**src/rtl/cvs_pkg.sv**
```systemverilog
package cvs_pkg;

    typedef enum logic [2:0] {
        ST_IDLE,
        ST_LOOP,
        ST_ISSUE,
        ST_DRAIN,
        ST_EMPTY
    } seq_state_t;

    // Latency of the slowest selected unit; zero when none is selected.
    function automatic int slowest_lat(logic use_a, logic use_m, int lat_a, int lat_m);
        int r;
        r = 0;
        if (use_a && lat_a > r) r = lat_a;
        if (use_m && lat_m > r) r = lat_m;
        return r;
    endfunction

endpackage

```
**src/rtl/cvs_unit_pipe.sv**
```systemverilog
module cvs_unit_pipe #(
    parameter int DEPTH = 6,
    parameter int TAG_W = 6
) (
    input  logic             clk,
    input  logic             rst,
    input  logic             in_valid,
    input  logic [TAG_W-1:0] in_tag,
    output logic             out_valid,
    output logic [TAG_W-1:0] out_tag
);

    generate
        if (DEPTH == 0) begin : g_wire
            assign out_valid = in_valid;
            assign out_tag   = in_tag;
        end else begin : g_regs
            logic             v_q [DEPTH];
            logic [TAG_W-1:0] t_q [DEPTH];

            always_ff @(posedge clk) begin
                if (rst) begin
                    for (int i = 0; i < DEPTH; i++) begin
                        v_q[i] <= 1'b0;
                        t_q[i] <= '0;
                    end
                end else begin
                    v_q[0] <= in_valid;
                    t_q[0] <= in_tag;
                    for (int i = 1; i < DEPTH; i++) begin
                        v_q[i] <= v_q[i-1];
                        t_q[i] <= t_q[i-1];
                    end
                end
            end

            assign out_valid = v_q[DEPTH-1];
            assign out_tag   = t_q[DEPTH-1];
        end
    endgenerate

endmodule

```
**src/rtl/cvs_strip_calc.sv**
```systemverilog
module cvs_strip_calc #(
    parameter int MAX_VL = 64,
    parameter int CNT_W  = 16,
    parameter int VL_W   = 7
) (
    input  logic [CNT_W-1:0] total,
    output logic [VL_W-1:0]  first_len,
    output logic [CNT_W-1:0] after_first
);

    logic [CNT_W-1:0] part;

    always_comb begin
        part = total % CNT_W'(MAX_VL);
        if (part == '0) begin
            first_len = VL_W'(MAX_VL);
        end else begin
            first_len = VL_W'(part);
        end
        after_first = total - CNT_W'(first_len);
    end

endmodule

```
**src/rtl/cvs_convoy_seq.sv**
```systemverilog
module cvs_convoy_seq
    import cvs_pkg::*;
#(
    parameter int MAX_VL   = 64,
    parameter int ADD_LAT  = 6,
    parameter int MUL_LAT  = 7,
    parameter int LOOP_OVH = 15,
    parameter int CNT_W    = 16,
    localparam int IDX_W   = $clog2(MAX_VL),
    localparam int VL_W    = $clog2(MAX_VL + 1)
) (
    input  logic             clk,
    input  logic             rst,
    input  logic             desc_valid,
    output logic             desc_ready,
    input  logic             desc_use_add,
    input  logic             desc_use_mul,
    input  logic [CNT_W-1:0] desc_count,
    output logic [VL_W-1:0]  strip_len,
    output logic             add_issue_valid,
    output logic [IDX_W-1:0] add_issue_idx,
    output logic             mul_issue_valid,
    output logic [IDX_W-1:0] mul_issue_idx,
    output logic             add_res_valid,
    output logic [IDX_W-1:0] add_res_idx,
    output logic             mul_res_valid,
    output logic [IDX_W-1:0] mul_res_idx,
    output logic             strip_done,
    output logic             seq_done,
    output logic [31:0]      cycle_count
);

    localparam int MAX_LAT = (ADD_LAT > MUL_LAT) ? ADD_LAT : MUL_LAT;
    localparam int DR_W    = $clog2(MAX_LAT + 1);
    localparam int OVH_W   = $clog2(LOOP_OVH + 1);

    seq_state_t       state_q, state_d;
    logic [OVH_W-1:0] ovh_q;
    logic [IDX_W-1:0] elem_q;
    logic [DR_W-1:0]  drain_q;
    logic [DR_W-1:0]  lat_q;
    logic [VL_W-1:0]  vl_q;
    logic [CNT_W-1:0] rem_q;
    logic             use_add_q, use_mul_q;
    logic [31:0]      cnt_q;

    logic [VL_W-1:0]  first_len;
    logic [CNT_W-1:0] after_first;
    logic             accept, no_work;
    logic             last_ovh, last_elem, last_drain, rem_zero;

    cvs_strip_calc #(
        .MAX_VL (MAX_VL),
        .CNT_W  (CNT_W),
        .VL_W   (VL_W)
    ) u_strip (
        .total       (desc_count),
        .first_len   (first_len),
        .after_first (after_first)
    );

    assign accept     = desc_valid && (state_q == ST_IDLE);
    assign no_work    = (desc_count == '0) || !(desc_use_add || desc_use_mul);
    assign last_ovh   = (ovh_q == OVH_W'(LOOP_OVH - 1));
    assign last_elem  = (VL_W'(elem_q) == vl_q - VL_W'(1));
    assign last_drain = (drain_q == lat_q - DR_W'(1));
    assign rem_zero   = (rem_q == '0);

    // Next-state decision
    always_comb begin
        state_d = state_q;
        unique case (state_q)
            ST_IDLE:  if (accept) state_d = no_work ? ST_EMPTY : ST_LOOP;
            ST_LOOP:  if (last_ovh) state_d = ST_ISSUE;
            ST_ISSUE: if (last_elem) state_d = ST_DRAIN;
            ST_DRAIN: if (last_drain) state_d = rem_zero ? ST_IDLE : ST_LOOP;
            ST_EMPTY: state_d = ST_IDLE;
            default:  state_d = ST_IDLE;
        endcase
    end

    // State register
    always_ff @(posedge clk) begin
        if (rst) begin
            state_q <= ST_IDLE;
        end else begin
            state_q <= state_d;
        end
    end

    // Counters and strip bookkeeping
    always_ff @(posedge clk) begin
        if (rst) begin
            ovh_q     <= '0;
            elem_q    <= '0;
            drain_q   <= '0;
            lat_q     <= '0;
            vl_q      <= '0;
            rem_q     <= '0;
            use_add_q <= 1'b0;
            use_mul_q <= 1'b0;
            cnt_q     <= '0;
        end else begin
            unique case (state_q)
                ST_IDLE: begin
                    if (accept) begin
                        use_add_q <= desc_use_add;
                        use_mul_q <= desc_use_mul;
                        ovh_q     <= '0;
                        if (!no_work) begin
                            vl_q  <= first_len;
                            rem_q <= after_first;
                            lat_q <= DR_W'(slowest_lat(desc_use_add, desc_use_mul,
                                                       ADD_LAT, MUL_LAT));
                        end
                    end
                end
                ST_LOOP: begin
                    ovh_q  <= ovh_q + OVH_W'(1);
                    elem_q <= '0;
                end
                ST_ISSUE: begin
                    elem_q  <= elem_q + IDX_W'(1);
                    drain_q <= '0;
                end
                ST_DRAIN: begin
                    drain_q <= drain_q + DR_W'(1);
                    if (last_drain && !rem_zero) begin
                        vl_q  <= VL_W'(MAX_VL);
                        rem_q <= rem_q - CNT_W'(MAX_VL);
                        ovh_q <= '0;
                    end
                end
                ST_EMPTY: begin
                end
                default: begin
                end
            endcase

            if (state_q == ST_IDLE) begin
                if (accept) cnt_q <= '0;
            end else begin
                cnt_q <= cnt_q + 32'd1;
            end
        end
    end

    // Outputs
    always_comb begin
        desc_ready      = (state_q == ST_IDLE);
        add_issue_valid = (state_q == ST_ISSUE) && use_add_q;
        mul_issue_valid = (state_q == ST_ISSUE) && use_mul_q;
        add_issue_idx   = elem_q;
        mul_issue_idx   = elem_q;
        strip_done      = (state_q == ST_DRAIN) && last_drain;
        seq_done        = ((state_q == ST_DRAIN) && last_drain && rem_zero) ||
                          (state_q == ST_EMPTY);
        strip_len       = vl_q;
        cycle_count     = cnt_q;
    end

    cvs_unit_pipe #(
        .DEPTH (ADD_LAT),
        .TAG_W (IDX_W)
    ) u_add_pipe (
        .clk       (clk),
        .rst       (rst),
        .in_valid  (add_issue_valid),
        .in_tag    (add_issue_idx),
        .out_valid (add_res_valid),
        .out_tag   (add_res_idx)
    );

    cvs_unit_pipe #(
        .DEPTH (MUL_LAT),
        .TAG_W (IDX_W)
    ) u_mul_pipe (
        .clk       (clk),
        .rst       (rst),
        .in_valid  (mul_issue_valid),
        .in_tag    (mul_issue_idx),
        .out_valid (mul_res_valid),
        .out_tag   (mul_res_idx)
    );

endmodule

```
**config.mk**
```make
export PLATFORM = sky130hd
export DESIGN_NAME = cvs_convoy_seq
export DESIGN_NICKNAME = d
export VERILOG_FILES = /design/src/rtl/cvs_pkg.sv /design/src/rtl/cvs_unit_pipe.sv /design/src/rtl/cvs_strip_calc.sv /design/src/rtl/cvs_convoy_seq.sv
export SDC_FILE = /design/constraint.sdc
export NUM_CORES = 1
export LEC_CHECK = 0
export ABC_AREA = 1
export BUFFER_PORTS_ARGS = -buffer_cell sky130_fd_sc_hd__buf_4
export CORE_UTILIZATION = 60
export CTS_BUF_LIST = sky130_fd_sc_hd__clkbuf_4
export DETAILED_ROUTE_END_ITERATION = 8
export PLACE_DENSITY = 0.81
export SYNTH_ARGS = -nofsm -noshare
export SYNTH_HDL_FRONTEND = slang
export SYNTH_HIERARCHICAL = 1
export SYNTH_SLANG_ARGS = --single-unit
```
**constraint.sdc**
```tcl
create_clock -name clk -period 2.7 [get_ports clk]
set_input_delay 0.135 -clock clk [delete_from_list [all_inputs] [get_ports clk]]
set_output_delay 0.135 -clock clk [all_outputs]
set_load 0.02 [all_outputs]
```
==> After elaboration in Yosys (flattened, before gate mapping) <==
Memories as Yosys holds them, arrays and structs flattened.
Index checks and enable logic that the tools add are counted.
{ "word_totals": {"latch_bits": 0, "out_inout_bits": 70, "romBits": 0, "wordCells": 146, "mem_count": 4, "ff_bits": 76, "ram_bits": 91} }
{ "memory_table": {"columns": ["memory", "words", "width", "rd", "rd_ports_with_merged_regs", "wr", "line", "rtl"], "rows": [
  ["u_mul_pipe.g_regs.t_q", 7, 6, 7, 0, 7, "cvs_unit_pipe.sv:19", "logic [TAG_W-1:0] t_q [DEPTH];"],
  ["u_add_pipe.g_regs.t_q", 6, 6, 6, 0, 6, "cvs_unit_pipe.sv:19", null],
  ["u_mul_pipe.g_regs.v_q", 7, 1, 7, 0, 7, "cvs_unit_pipe.sv:18", "logic v_q [DEPTH];"],
  ["u_add_pipe.g_regs.v_q", 6, 1, 6, 0, 6, "cvs_unit_pipe.sv:18", null]
]} }
{ "classes": {"div_mod_pow": 0, "magnitude_cmp": 1, "bitwise_logic": 27, "n_reduce_logical": 25, "eq_ne": 13, "addsub": 8, "muxes": 58, "shift": 0, "mul": 0} }
{ "ops": {"columns": ["operator", "count"], "rows": [
  ["32-bit two-way mux", 6],
  ["6-bit two-way mux", 13],
  ["16-bit zero test", 3],
  ["16-bit two-way mux", 3],
  ["32-bit by 1-bit adder with 32-bit output (second input constant)", 1],
  ["4-bit by 32-bit greater-than comparator with 1-bit output (first input constant)", 1],
  ["16-bit one-hot mux with 2 select lines", 1],
  ["7-bit two-way mux", 4],
  ["1-bit bitwise OR", 26],
  ["3-bit two-way mux", 7],
  ["1-bit two-way mux", 17],
  ["16-bit by 7-bit subtractor with 16-bit output", 1],
  ["16-bit by 7-bit subtractor with 16-bit output (second input constant)", 1],
  ["7-bit one-hot mux with 2 select lines", 1],
  ["3-bit one-hot mux with 4 select lines", 1],
  ["4-bit one-hot mux with 3 select lines", 1],
  ["6-bit one-hot mux with 2 select lines", 1],
  ["2-bit inequality test (second input constant)", 5],
  ["4-bit two-way mux", 2],
  ["4-bit AND reduction", 2],
  ["6-bit by 7-bit == test with 1-bit output", 1],
  ["1-bit logical AND", 7],
  ["7-bit by 1-bit subtractor with 7-bit output (second input constant)", 1],
  ["6-bit by 1-bit adder with 6-bit output (second input constant)", 1],
  ["18 further kinds", 25]
]} }

==> Logic depth before layout (Yosys ltp) <==
{ "logic_depth": {"word_depth": 10, "ltp_mapped": 14, "depth_no_buf": 14} }

==> Cells and area by module <==
The synthesis kept the hierarchy.
{ "by_module_without_submodules": {"columns": ["module", "cells_each", "instances", "area_per_inst_um2", "seq_area_each_um2"], "rows": [
  ["cvs_convoy_seq", 726, 1, 4650.7, 1501.4],
  ["cvs_unit_pipe at u_mul_pipe", 152, 1, 1382.6, 980.9],
  ["cvs_unit_pipe at u_add_pipe", 137, 1, 1257.5, 840.8],
  ["cvs_strip_calc", 66, 1, 351.6, 0.0]
]} }

==> Worst setup path before layout <==
No wires, ideal clock.
{ "synth_path": {"kind": "input-to-reg", "startpoint": "input desc_count[3]", "endpoint": "register rem_q[14]", "path_stages": 14, "required_ps": 2584, "path_buffers": 0, "path_slack_ps": 956, "arrival_ps": 1628, "cell_sequence": "or2_2 > nor3_1 > nand3_1 > ha_1 > nand2_1 > nand2_2 > nor2_4 > nand2_1 > nand2_1 > nand2_1 > nand2_1 > o21ai_0 > nor2_1 > nor2_1"} }
{ "synth_via": {"elab_chain_len": 6, "word_cells_on_any_way": 10, "cone_classes": "add/sub: 1; eq/ne: 1; mux: 4; reduce/logical: 4"} }
{ "synth_lines": {"columns": ["element", "line", "rtl"], "rows": [
  ["start: declaration", "cvs_convoy_seq.sv:18", "input logic [CNT_W-1:0] desc_count,"],
  ["16-bit zero test", "cvs_strip_calc.sv:15", "if (part == '0) begin"],
  ["7-bit two-way mux", "cvs_strip_calc.sv:15", null],
  ["16-bit by 7-bit subtractor with 16-bit output (*)", "cvs_strip_calc.sv:20", "after_first = total - CNT_W'(first_len);"],
  ["net after_first[14]", "cvs_convoy_seq.sv:48", "logic [CNT_W-1:0] after_first;"],
  ["16-bit two-way mux (*)", "cvs_convoy_seq.sv:110", "if (!no_work) begin"],
  ["16-bit two-way mux (*)", "cvs_convoy_seq.sv:106", "if (accept) begin"],
  ["16-bit one-hot mux with 2 select lines (*)", "cvs_convoy_seq.sv:104", "unique case (state_q)"],
  ["end signal: assignment", "cvs_convoy_seq.sv:112", "rem_q <= after_first;"],
  ["end signal: assignment", "cvs_convoy_seq.sv:130", "rem_q <= rem_q - CNT_W'(MAX_VL);"],
  ["end: declaration", "cvs_convoy_seq.sv:43", "logic [CNT_W-1:0] rem_q;"]
]} }
The timed path passes the listed nets; every way through them passes the cells marked *. The select of a mux whose other input is x is not followed.
A chain may end at the register's enable or synchronous reset.

==> Final worst setup path <==
{ "layout_path": {"startpoint": "register state_q[0]", "endpoint": "output seq_done"} }
{ "layout_via": {"elab_chain_len": 4, "word_cells_on_any_way": 5, "cone_classes": "eq/ne: 2; reduce/logical: 3"} }
{ "layout_lines": {"columns": ["element", "line", "rtl"], "rows": [
  ["start: declaration", "cvs_convoy_seq.sv:37", "seq_state_t state_q, state_d;"],
  ["start signal: assignment", "cvs_convoy_seq.sv:87", "state_q <= state_d;"],
  ["3-bit by 2-bit == test with 1-bit output", "cvs_convoy_seq.sv:156", "seq_done = ((state_q == ST_DRAIN) && last_drain && rem_zero) ||"],
  ["1-bit logical AND (2 in series)", "cvs_convoy_seq.sv:156", null],
  ["1-bit logical OR (*)", "cvs_convoy_seq.sv:156", null],
  ["end: declaration", "cvs_convoy_seq.sv:29", "output logic seq_done,"]
]} }
Mark *: on every way between the ends. The rest lies on a longest branch, timed or not.

==> summary.txt <==
Synth area leaders = dfxtp_1 (43%), nand2_1 (10%), nor2_1 (10%), inv_1 (8.2%), nand3_1 (4.5%)
overall fraction of global-route tracks in use = 0.249
final hold vios = 0
synthesized area per cell = 7.07 µm²
initial DRC count = 544
share of final-layout standard cells stronger than drive strength 1 = 0.146
Clk pin slew, worst setup/hold paths = 0.13 ns
Crit-path slowest cell = dfxtp_1
number of nets in the finished design = 1191
height of the chip = 115 µm
initial core utilization = 0.626
half-perimeter wire length of the detailed placement result = 11000 µm
CTS root buffer = clkbuf_4
crit path buf inv count = 3
# clock sinks = 166
Finish-stage setup viols = 0
Routability Congestion = 0.902
vias per std cell = 4.93
highest cell delay on the worst timing path = 0.50 ns
maxcap violations = 0
arrival time at the worst endpoint = 2.14 ns
number of nets with antenna violations after routing = 0
Post-synth top flop = dfxtp_1
post-route design area = 0.00869 mm²
overall power after layout = 0.00668 W
CTS H-tree depth = 4
number of antenna diodes = 0
num ports = 91
number of remaining DRC errors = 0
clk buf depth = 2
Yosys cell types = 44
share of synthesized registers carrying an async set or reset = 0
CTS tree = built
core area = 0.0122 mm²
flip-flop and latch count after synthesis = 166
Sequential cell area = 0.00332 mm²
worst path required time = 2.57 ns
I/O Buffers = 90
EDFF count, synth = 0
DIE AREA = 0.0132 mm²
cell seen most often among critical-path stages = inv_4
status = completed
actual transition at the worst max-transition pin = 0.634 ns
class of the worst hold path = input pin to flip-flop
Post-Route WL = 15500 µm
leak pwr = 3.70 nW
via count of the first global-routing pass = 5991
area share of the largest cell type after synthesis = 0.435
total number of yosys warnings = 6
synthesized area = 0.00764 mm²
sequence of cells on the critical path = inv_4 > nor2_8 > inv_4 > o31ai_1 > buf_4
maximum VDD drop = 0.633 mV
count of pins over their slew limit = 0
Worst slew margin = 0.577
Layout Cells excl Fill = 1340
average wire per standard cell = 11.5 µm
Setup crit end kind = output port
portion of the post-synthesis area used by sequential elements = 0.435
router iterations before antenna repair = 5
clock network latency to the later pin of the worst-skew pair = 0.56 ns
setup repair after global routing missed its margin = no
number of vias after detailed routing = 6609
number of placed instances, taps included = 1295
Post-CTS Setup Repair Bufs = 0
pin count of the biggest net entering global routing = 67
total of fill cells in the finished design = 1090
cell taking the most area after synthesis = dfxtp_1
Worst path top cell family by delay = flip-flops
clock period minus final worst setup slack = 2.27 ns
largest driver fanout on the critical path = 26
number of antenna violations at the first check in global routing = 0
residual overflow from global routing = 0
Placed Area = 0.00823 mm²
total negative slack for setup checks = 0 ns
global-route wire length before repair = 26200 µm
worst clock skew = 0.0128 ns
post-route fraction of the period consumed by the critical path = 0.841
power density cells = 768 mW/mm²
die span in x = 115 µm
number of standard cells after synthesis = 1081
area delta synth->final = 13.8%
number of CTS-inserted buffers = 17
kind of start point of the critical path = flip-flop
maximum achievable frequency = 440 MHz
footprint of the multi-input gates = 0.00333 mm²
worst setup path class = flip-flop to output port
# rows = 40
==> kinds of logic (layout without fill, tap and decap cells) <==
kind of cell / count (synthesis) / count (layout) / share of synthesized area
adder cells (fa/ha/maj): 11 / 11 / 0.0180
buffers and inverters: 227 / 315 / 0.131
XOR/XNOR: 18 / 18 / 0.0206
AND/OR/NAND/NOR: 560 / 560 / 0.325
AO/OA/AOI/OAI: 97 / 97 / 0.0696
other: 2 / 5 / 0.000983
flip-flops: 166 / 166 / 0.435
==> worst paths after layout <==
path / start / end / slack (ns) / cells after the start
setup reg to reg: lat_q[0] / rem_q[8] / 0.70 / 9
hold reg to reg: u_add_pipe/g_regs.t_q[0][10] / u_add_pipe/g_regs.t_q[0][16] / 0.41 / 2
setup / recovery: state_q[0] / seq_done / 0.43 / 5
hold / removal: desc_valid / cycle_count[0] / 0.05 / 4
==> sequential cells by signal, indices dropped and copies added, names as in the netlist <==
name	flops
add_issue_idx	6
cycle_count	32
drain_q	3
lat_q	2
ovh_q	4
rem_q	16
state_q	3
strip_len	7
u_add_pipe/g_regs.t_q	36
u_add_pipe/g_regs.v_q	6
u_mul_pipe/g_regs.t_q	42
u_mul_pipe/g_regs.v_q	7
use_add_q	1
use_mul_q	1
==> per-stage QoR <==
step            util  hold slack, ns  setup slack (ns)
6_report       0.712          0.0537             0.429
5_1_grt        0.712          0.0277             0.307
4_1_cts        0.712         0.00318             0.401
3_5_place_dp   0.674           0.392             0.682
3_3_place_gp   0.674           0.388             0.741
2_1_floorplan      -           0.299             0.956
==> area by class of cell <==
type,count,share of cell area
Inverter,177,0.0770
Clock inverter,14,0.0229
Multi-Input combinational cell,691,0.383
Sequential cell,166,0.382
Tap cell,168,0.0242
Clock buffer,18,0.0155
Timing Repair Buffer,106,0.0953
==> synthesized netlist by cell type (5+ instances only) <==
cell type and instances:
buf_6 9, nand3_1 68, buf_4 18, o21ai_1 9, buf_2 7, dfxtp_1 166
nand4_1 10, nand2_1 212, nor2_1 203, clkbuf_1 15, inv_1 167, o21ai_0 28
inv_2 8, nor4_1 5, nor3_1 18, nor2_4 11, xnor2_1 6, a21oi_1 43
ha_1 11, nand2_2 10, xor2_1 12
==> tightest hold or removal path, stage by stage <==
cell,delay (ns)
buf_4,0.08
inv_1,0.05
nand2_1,0.21
a21oi_1,0.10
==> metal layers <==
layer,routed length (µm),vias up,track usage
li1,-,3466,-
met4,207,0,0.0848
met1,7150,2954,0.314
met3,881,19,0.0590
met2,7210,170,0.419
met5,0,-,0
==> cell usage in the layout, fill, tap and decap left out, drive strengths merged, types with 2 or more instances in the layout <==
cell type    count
nor3            21
or2              4
a221oi           2
bufinv           4
conb             5
nor2           219
ha              11
nand4           10
xor2            12
nand3b           2
nand2          222
clkinv           6
o21ai           37
a22oi            2
buf             93
dlygate4sd3     13
and3             2
nor4             6
xnor2            6
a21oi           43
clkbuf          18
o31ai            4
dfxtp          166
inv            180
a211oi           4
nand3           72
==> power breakdown <==
part           switching (W)  total [W]  internal (W)
clock               0.000860    0.00162      0.000755
sequential          0.000267    0.00295       0.00268
combinational        0.00138    0.00211      0.000736
total                0.00251    0.00668       0.00417
==> what timing repair did <==
item | 4_1_cts | 5_1_grt
hold buffers | 13 | 0
gates resized for setup | 0 | 0
endpoints found under the hold margin | 15 | 0
(Power assumes the default switching activity.)
